==> src/rtl/dix_pkg.sv <==
package dix_pkg;

  typedef enum logic [1:0] {
    ESZ_1B = 2'd0,
    ESZ_2B = 2'd1,
    ESZ_4B = 2'd2,
    ESZ_8B = 2'd3
  } esize_t;

  function automatic logic [3:0] esize_bytes(esize_t e);
    return 4'd1 << e;
  endfunction

endpackage

==> src/rtl/dix_step_ctr.sv <==
module dix_step_ctr #(
  parameter int ECNT_W = 16,
  parameter int FCNT_W = 16
) (
  input  logic              clk,
  input  logic              rst,
  input  logic              clear,
  input  logic              adv,
  input  logic [ECNT_W-1:0] elem_last_pos,
  input  logic [FCNT_W-1:0] frame_last_pos,
  output logic [ECNT_W-1:0] cur_elem,
  output logic [FCNT_W-1:0] cur_frame,
  output logic              at_last_elem,
  output logic              at_last_frame
);

  logic [ECNT_W-1:0] elem_q;
  logic [FCNT_W-1:0] frame_q;

  assign at_last_elem  = (elem_q == elem_last_pos);
  assign at_last_frame = (frame_q == frame_last_pos);

  always_ff @(posedge clk) begin
    if (rst || clear) begin
      elem_q  <= '0;
      frame_q <= '0;
    end else if (adv && !(at_last_elem && at_last_frame)) begin
      if (at_last_elem) begin
        elem_q  <= '0;
        frame_q <= frame_q + 1'b1;
      end else begin
        elem_q  <= elem_q + 1'b1;
      end
    end
  end

  assign cur_elem  = elem_q;
  assign cur_frame = frame_q;

endmodule

==> src/rtl/dix_addr_unit.sv <==
module dix_addr_unit
  import dix_pkg::*;
#(
  parameter int AW    = 32,
  parameter int IDX_W = 16
) (
  input  logic             clk,
  input  logic             rst,
  input  logic             load,
  input  logic [AW-1:0]    load_addr,
  input  logic             adv,
  input  logic             use_frame_idx,
  input  logic             hold,
  input  esize_t           esize,
  input  logic [IDX_W-1:0] elem_idx,
  input  logic [IDX_W-1:0] frame_idx,
  output logic [AW-1:0]    addr
);

  localparam int EXT_W = AW - IDX_W;

  logic [IDX_W-1:0] sel_idx;
  logic [AW-1:0]    idx_ext;
  logic [AW-1:0]    size_ext;
  logic [AW-1:0]    next_addr;
  logic [AW-1:0]    addr_q;

  assign sel_idx   = use_frame_idx ? frame_idx : elem_idx;
  assign idx_ext   = {{EXT_W{sel_idx[IDX_W-1]}}, sel_idx};
  assign size_ext  = {{(AW-4){1'b0}}, esize_bytes(esize)};
  assign next_addr = addr_q + size_ext + idx_ext - {{(AW-1){1'b0}}, 1'b1};

  always_ff @(posedge clk) begin
    if (rst) begin
      addr_q <= '0;
    end else if (load) begin
      addr_q <= load_addr;
    end else if (adv && !hold) begin
      addr_q <= next_addr;
    end
  end

  assign addr = addr_q;

endmodule

==> src/rtl/dix_frame_gate.sv <==
module dix_frame_gate #(
  parameter int PEND_W = 3
) (
  input  logic clk,
  input  logic rst,
  input  logic clear,
  input  logic busy,
  input  logic hw_mode,
  input  logic trig,
  input  logic frame_done,
  input  logic block_done,
  output logic frame_open
);

  localparam logic [PEND_W-1:0] PEND_MAX = {PEND_W{1'b1}};

  logic [PEND_W-1:0] pend_q;
  logic [PEND_W:0]   pend_sum;
  logic              open_q;
  logic              trig_in;
  logic              inc;
  logic              take;

  assign trig_in = trig && busy && hw_mode && !clear;
  assign take    = busy && hw_mode && !clear &&
                   (!open_q || (frame_done && !block_done)) &&
                   ((pend_q != '0) || trig_in);
  assign inc      = trig_in && ((pend_q != PEND_MAX) || take);
  assign pend_sum = {1'b0, pend_q} + {{PEND_W{1'b0}}, inc}
                    - {{PEND_W{1'b0}}, take};

  always_ff @(posedge clk) begin
    if (rst || clear) begin
      pend_q <= '0;
      open_q <= 1'b0;
    end else begin
      pend_q <= pend_sum[PEND_W-1:0];
      if (frame_done) begin
        open_q <= take;
      end else if (take) begin
        open_q <= 1'b1;
      end
    end
  end

  assign frame_open = open_q;

endmodule

==> src/rtl/dix_addr_gen.sv <==
module dix_addr_gen
  import dix_pkg::*;
#(
  parameter int AW     = 32,
  parameter int ECNT_W = 16,
  parameter int FCNT_W = 16,
  parameter int IDX_W  = 16,
  parameter int PEND_W = 3
) (
  input  logic              clk,
  input  logic              rst,
  input  logic              start,
  input  logic [AW-1:0]     cfg_base,
  input  logic [1:0]        cfg_esize,
  input  logic [ECNT_W-1:0] cfg_elem_cnt,
  input  logic [FCNT_W-1:0] cfg_frame_cnt,
  input  logic [IDX_W-1:0]  cfg_elem_idx,
  input  logic [IDX_W-1:0]  cfg_frame_idx,
  input  logic              cfg_hw_sync,
  input  logic              trig,
  input  logic              step,
  output logic [AW-1:0]     addr,
  output logic              ready,
  output logic              busy,
  output logic              eof,
  output logic              eob,
  output logic [ECNT_W-1:0] cur_elem,
  output logic [FCNT_W-1:0] cur_frame
);

  logic              busy_q;
  logic              hw_q;
  esize_t            esize_q;
  logic [ECNT_W-1:0] elast_q;
  logic [FCNT_W-1:0] flast_q;
  logic [IDX_W-1:0]  eidx_q;
  logic [IDX_W-1:0]  fidx_q;

  logic accept;
  logic last_e;
  logic last_f;
  logic frame_open;

  always_ff @(posedge clk) begin
    if (rst) begin
      busy_q  <= 1'b0;
      hw_q    <= 1'b0;
      esize_q <= ESZ_1B;
      elast_q <= '0;
      flast_q <= '0;
      eidx_q  <= '0;
      fidx_q  <= '0;
    end else if (start) begin
      busy_q  <= 1'b1;
      hw_q    <= cfg_hw_sync;
      esize_q <= esize_t'(cfg_esize);
      elast_q <= cfg_elem_cnt - 1'b1;
      flast_q <= cfg_frame_cnt - 1'b1;
      eidx_q  <= cfg_elem_idx;
      fidx_q  <= cfg_frame_idx;
    end else if (accept && last_e && last_f) begin
      busy_q  <= 1'b0;
    end
  end

  assign ready  = busy_q && (!hw_q || frame_open);
  assign accept = step && ready && !start;

  dix_step_ctr #(
    .ECNT_W(ECNT_W),
    .FCNT_W(FCNT_W)
  ) ctr_i (
    .clk           (clk),
    .rst           (rst),
    .clear         (start),
    .adv           (accept),
    .elem_last_pos (elast_q),
    .frame_last_pos(flast_q),
    .cur_elem      (cur_elem),
    .cur_frame     (cur_frame),
    .at_last_elem  (last_e),
    .at_last_frame (last_f)
  );

  dix_addr_unit #(
    .AW   (AW),
    .IDX_W(IDX_W)
  ) addr_i (
    .clk          (clk),
    .rst          (rst),
    .load         (start),
    .load_addr    (cfg_base),
    .adv          (accept),
    .use_frame_idx(last_e),
    .hold         (last_e && last_f),
    .esize        (esize_q),
    .elem_idx     (eidx_q),
    .frame_idx    (fidx_q),
    .addr         (addr)
  );

  dix_frame_gate #(
    .PEND_W(PEND_W)
  ) gate_i (
    .clk       (clk),
    .rst       (rst),
    .clear     (start),
    .busy      (busy_q),
    .hw_mode   (hw_q),
    .trig      (trig),
    .frame_done(accept && last_e),
    .block_done(accept && last_e && last_f),
    .frame_open(frame_open)
  );

  assign busy = busy_q;
  assign eof  = accept && last_e;
  assign eob  = accept && last_e && last_f;

endmodule

==> config.mk <==
export PLATFORM = sky130hd
export DESIGN_NAME = dix_addr_gen
export DESIGN_NICKNAME = d
export VERILOG_FILES = /design/src/rtl/dix_pkg.sv /design/src/rtl/dix_step_ctr.sv /design/src/rtl/dix_addr_unit.sv /design/src/rtl/dix_frame_gate.sv /design/src/rtl/dix_addr_gen.sv
export SDC_FILE = /design/constraint.sdc
export NUM_CORES = 1
export LEC_CHECK = 0
export BUFFER_PORTS_ARGS = -buffer_cell sky130_fd_sc_hd__buf_2
export CORE_ASPECT_RATIO = 0.5
export CORE_MARGIN = 2
export CORE_UTILIZATION = 27
export CTS_BUF_LIST = sky130_fd_sc_hd__clkbuf_16
export DETAILED_ROUTE_END_ITERATION = 12
export GPL_TIMING_DRIVEN = 0
export PLACE_DENSITY = 0.46
export SYNTH_ARGS = -nofsm -noshare
export SYNTH_HDL_FRONTEND = slang
export SYNTH_SLANG_ARGS = --single-unit
==> constraint.sdc <==
create_clock -name clk -period 5.8 [get_ports clk]
set_clock_uncertainty 0.2 [all_clocks]
set_input_delay 0.58 -clock clk [delete_from_list [all_inputs] [get_ports clk]]
set_output_delay 0.58 -clock clk [all_outputs]
set_load 0.02 [all_outputs]
==> out/metrics.csv <==
stage;metric;value;unit
run_status;outcome;finished clean;
timing;Final WS setup;0.3619;ns
cells_and_area;layout cells sized above 1;17.11;%
worst_setup_path;critical path endpoint category;flop;
cells_and_area;post-layout util;33.81;%
route;number of nets still failing antenna checks after routing;0;
synthesis;Post-synth EDFFs;0;
floorplanning;core box area;31830;µm²
worst_setup_path;Setup CP Type;reg -> reg;
timing;final setup TNS;0;ns
timing;minimum clock period;5.438;ns
min_path;min-delay src;cfg_frame_cnt[0];
synthesis;count of different cell masters after synthesis;59;
min_path;Cells on Worst Hold Path;2;
global_route;grt ovf;0;
clocking;Post CTS Setup Buffer Count;0;
clocking;CTS clk-pin slew, worst paths;0.06;ns
run;number of max-cap violations;0;
cells_and_area;fin nets;1437;
placed_design;placed insts;1646;
global_route;largest net degree at the start of global routing;17;
timing;Worst Tran Pin Value;0.8704;ns
clocking;Clock Path Buffers;2;
clocking;clk root buf;clkbuf_16;
cells_and_area;fin cells;1679;
placed_design;Setup Slack @ Placement;0.1108;ns
floorplanning;die height;131.4;µm
clocking;worst skew pair latency;0.44;ns
placed_design;I/O Buffers;170;
route;DR iter-0 viols;329;
floorplanning;Die W;258.7;µm
placed_design;gpl congestion;0.8445;
synthesis;Synth top area share;31.08;%
synthesis;Synth Area per Inst;8.399;µm²
route;final WL;26950;µm
timing;Final Setup Violations;0;
synthesis;Cell Area, Synth;8760;µm²
synthesis;total of warnings raised by yosys;0;
timing;Final Hold Viols;0;
synthesis;Syn Inst Count;1043;
placed_design;HPWL Detailed;21390;µm
timing;Tcrit/Tclk final;93.76;%
timing;Max-slew headroom;41.97;%
floorplanning;Boundary Pins;172;
route;wire per inst;16.05;µm
synthesis;largest area contributor in the netlist;dfxtp_1;
worst_setup_path;r2r setup slk;0.36;ns
floorplanning;Initial Utilization;27.52;%
global_route;Overall Global Routing Usage;16.04;%
synthesis;Synth top cells by count;nor2_1 (137), dfxtp_1 (136), inv_1 (113);
synthesis;top-count cell post-synth;nor2_1;
clocking;# hold bufs at CTS;0;
synthesis;Seq/Total Area, Yosys;31.08;%
route;residual DRC count;0;
worst_setup_path;Worst Setup Start Kind;flop;
min_path;Hold Path Sink;flast_q[0]$_SDFFE_PP0P_;
timing;Slew Limit Fails;0;
pwr;VDD IR max;203.4;µV
global_route;initial antenna violation count;2;
clocking;CTS tree;built;
worst_setup_path;reg2reg path depth;19;
synthesis;Top FF cell, synth;dfxtp_1;
synthesis;flip-flop and latch count after synthesis;136;
floorplanning;row count;46;
worst_setup_path;Crit Reg-Reg Endpoint;addr_i.addr[29]$_SDFFE_PP0P_;
clocking;CTS HTree Levels;4;
pwr;cell area power density;291.9;nW/µm²
route;Via-to-Cell Ratio;4.664;
route;drt pass-1 iters;5;
pwr;leakage power;5.123;nW
synthesis;top post-synthesis cells by area;dfxtp_1 (31%), ha_1 (14%), xor2_1 (6.6%), mux2i_1 (6.3%), nor2_1 (5.9%);
synthesis;post-synthesis async set-or-reset flop share;0;%
placed_design;dpl cell area;10170;µm²
cells_and_area;Area growth syn-to-layout;22.84;%
min_path;Hold Crit Class;in -> reg;
worst_setup_path;worst endpoint data arrival time;5.53;ns
route;Vias;7831;
clocking;# clock sinks;136;
clocking;CTS buffer count;17;
worst_setup_path;Required @ worst endpoint;5.89;ns
global_route;number of global-route vias before repair;7698;
floorplanning;die area;33990;µm²
timing;fmax;183.9;MHz
worst_setup_path;worst r2r src;ctr_i.cur_elem[0]$_SDFFE_PP0P_;
worst_setup_path;crit-path max FO;10;
global_route;first-pass GRT wire length;42230;µm
cells_and_area;Post-Layout Inst Area;10760;µm²
synthesis;Net Count, Synth;1247;
==> metrics by stage <==
stage / hold WS [ns] / power [mW]
finish: 0.1493 / 3.141
global route: 0.1484 / 3.348
CTS: 0.1265 / 3.163
detailed placement: 0.2858 / 2.062
global placement: 0.2756 / 2.051
floorplan: 0.2596 / 1.796
==> final cells by class <==
cell class / instances / area [µm²]
timing repair buffer: 171 / 862.1
buffer: 45 / 175.2
fill: 3413 / 21070
clock inverter: 14 / 142.6
tap: 432 / 540.5
clock buffer: 17 / 425.4
multi-input combinational: 748 / 5459
antenna: 2 / 5.005
sequential: 136 / 2723
inverter: 114 / 427.9
==> logic make-up (layout without fill, tap and decap cells) <==
logic type	count (synthesis)	in the layout	share of synthesized area, %
compound gates	197	197	15.40
buf+inv	159	361	6.870
mux	55	55	6.285
flops	136	136	31.08
xor+xnor	101	101	10.10
simple gates	295	295	15.55
fa+ha+maj	100	100	14.71
other cells	0	2	0
==> flip-flops by register name, summed over array words and instances, names as in the netlist, 2 cells and up <==
name             flops
addr_i.addr         32
ctr_i.cur_elem      16
ctr_i.cur_frame     16
eidx_q              16
elast_q             16
esize_q              2
fidx_q              16
flast_q             16
gate_i.pend_q        3
==> what timing repair did <==
item | 4_1_cts | 5_1_grt
endpoints found under the setup margin | 0 | 8
hold endpoints to repair | 0 | 0
resized for setup | 0 | 4
==> layer usage <==
metal | global-route usage (%) | up-vias | wire length, µm
met5 | 0 | - | 0
met4 | 5.042 | 0 | 537
met3 | 3.086 | 33 | 801
met2 | 28.21 | 109 | 13630
met1 | 19.67 | 3717 | 11980
li1 | - | 3972 | -
==> power by group <==
group          internal (mW)  total (mW)  switching, mW  leakage (nW)
logic                  0.438        1.03          0.593          3.72
clock network          0.660        1.09          0.426         0.286
registers              0.985        1.02         0.0381          1.12
==> worst max path at each step <==
stage	from	endpoint	slack, ns	depth (start not counted)
2_1_floorplan	ctr_i.cur_elem[12]$_SDFFE_PP0P_	addr_i.addr[24]$_SDFFE_PP0P_	0.93	19
3_3_place_gp	ctr_i.cur_elem[0]$_SDFFE_PP0P_	addr_i.addr[29]$_SDFFE_PP0P_	-0.26	17
3_5_place_dp	ctr_i.cur_elem[4]$_SDFFE_PP0P_	addr_i.addr[29]$_SDFFE_PP0P_	0.11	19
4_1_cts	ctr_i.cur_elem[4]$_SDFFE_PP0P_	addr_i.addr[29]$_SDFFE_PP0P_	0.06	19
5_1_grt	ctr_i.cur_elem[0]$_SDFFE_PP0P_	addr_i.addr[24]$_SDFFE_PP0P_	-0.02	19
6_report	ctr_i.cur_elem[0]$_SDFFE_PP0P_	addr_i.addr[29]$_SDFFE_PP0P_	0.36	19
==> cells in the final DEF (no fill, tap or decap), types with 9 or more instances in the layout <==
cell	count
a211oi_1	28
a21o_1	17
a21oi_1	46
a22oi_1	24
a311oi_1	9
and3_1	9
buf_2	174
clkbuf_1	34
clkbuf_16	17
dfxtp_1	136
ha_1	95
inv_1	116
mux2i_1	54
nand2_1	53
nand2b_1	13
nand3_1	13
nand4_1	9
nor2_1	137
nor3_1	11
nor4_1	14
o21ai_0	19
o22ai_1	13
or3_1	16
xnor2_1	35
xor2_1	66
==> critical path, stage by stage, from the launching register on <==
cell      delay [ns]
dfxtp_1         0.46
xor2_1          0.10
nor4_1          0.37
nand4_1         0.21
buf_2           0.28
clkbuf_2        0.32
mux2i_1         0.29
ha_1            0.28
inv_1           0.06
ha_1            0.23
ha_1            0.35
and3_1          0.24
a22o_1          0.22
a211oi_4        0.33
o22ai_2         0.21
a311oi_4        0.45
nor3_1          0.11
a211oi_1        0.29
xor2_1          0.18
o22ai_1         0.10
No activity file was read; power rests on OpenSTA's default activity.
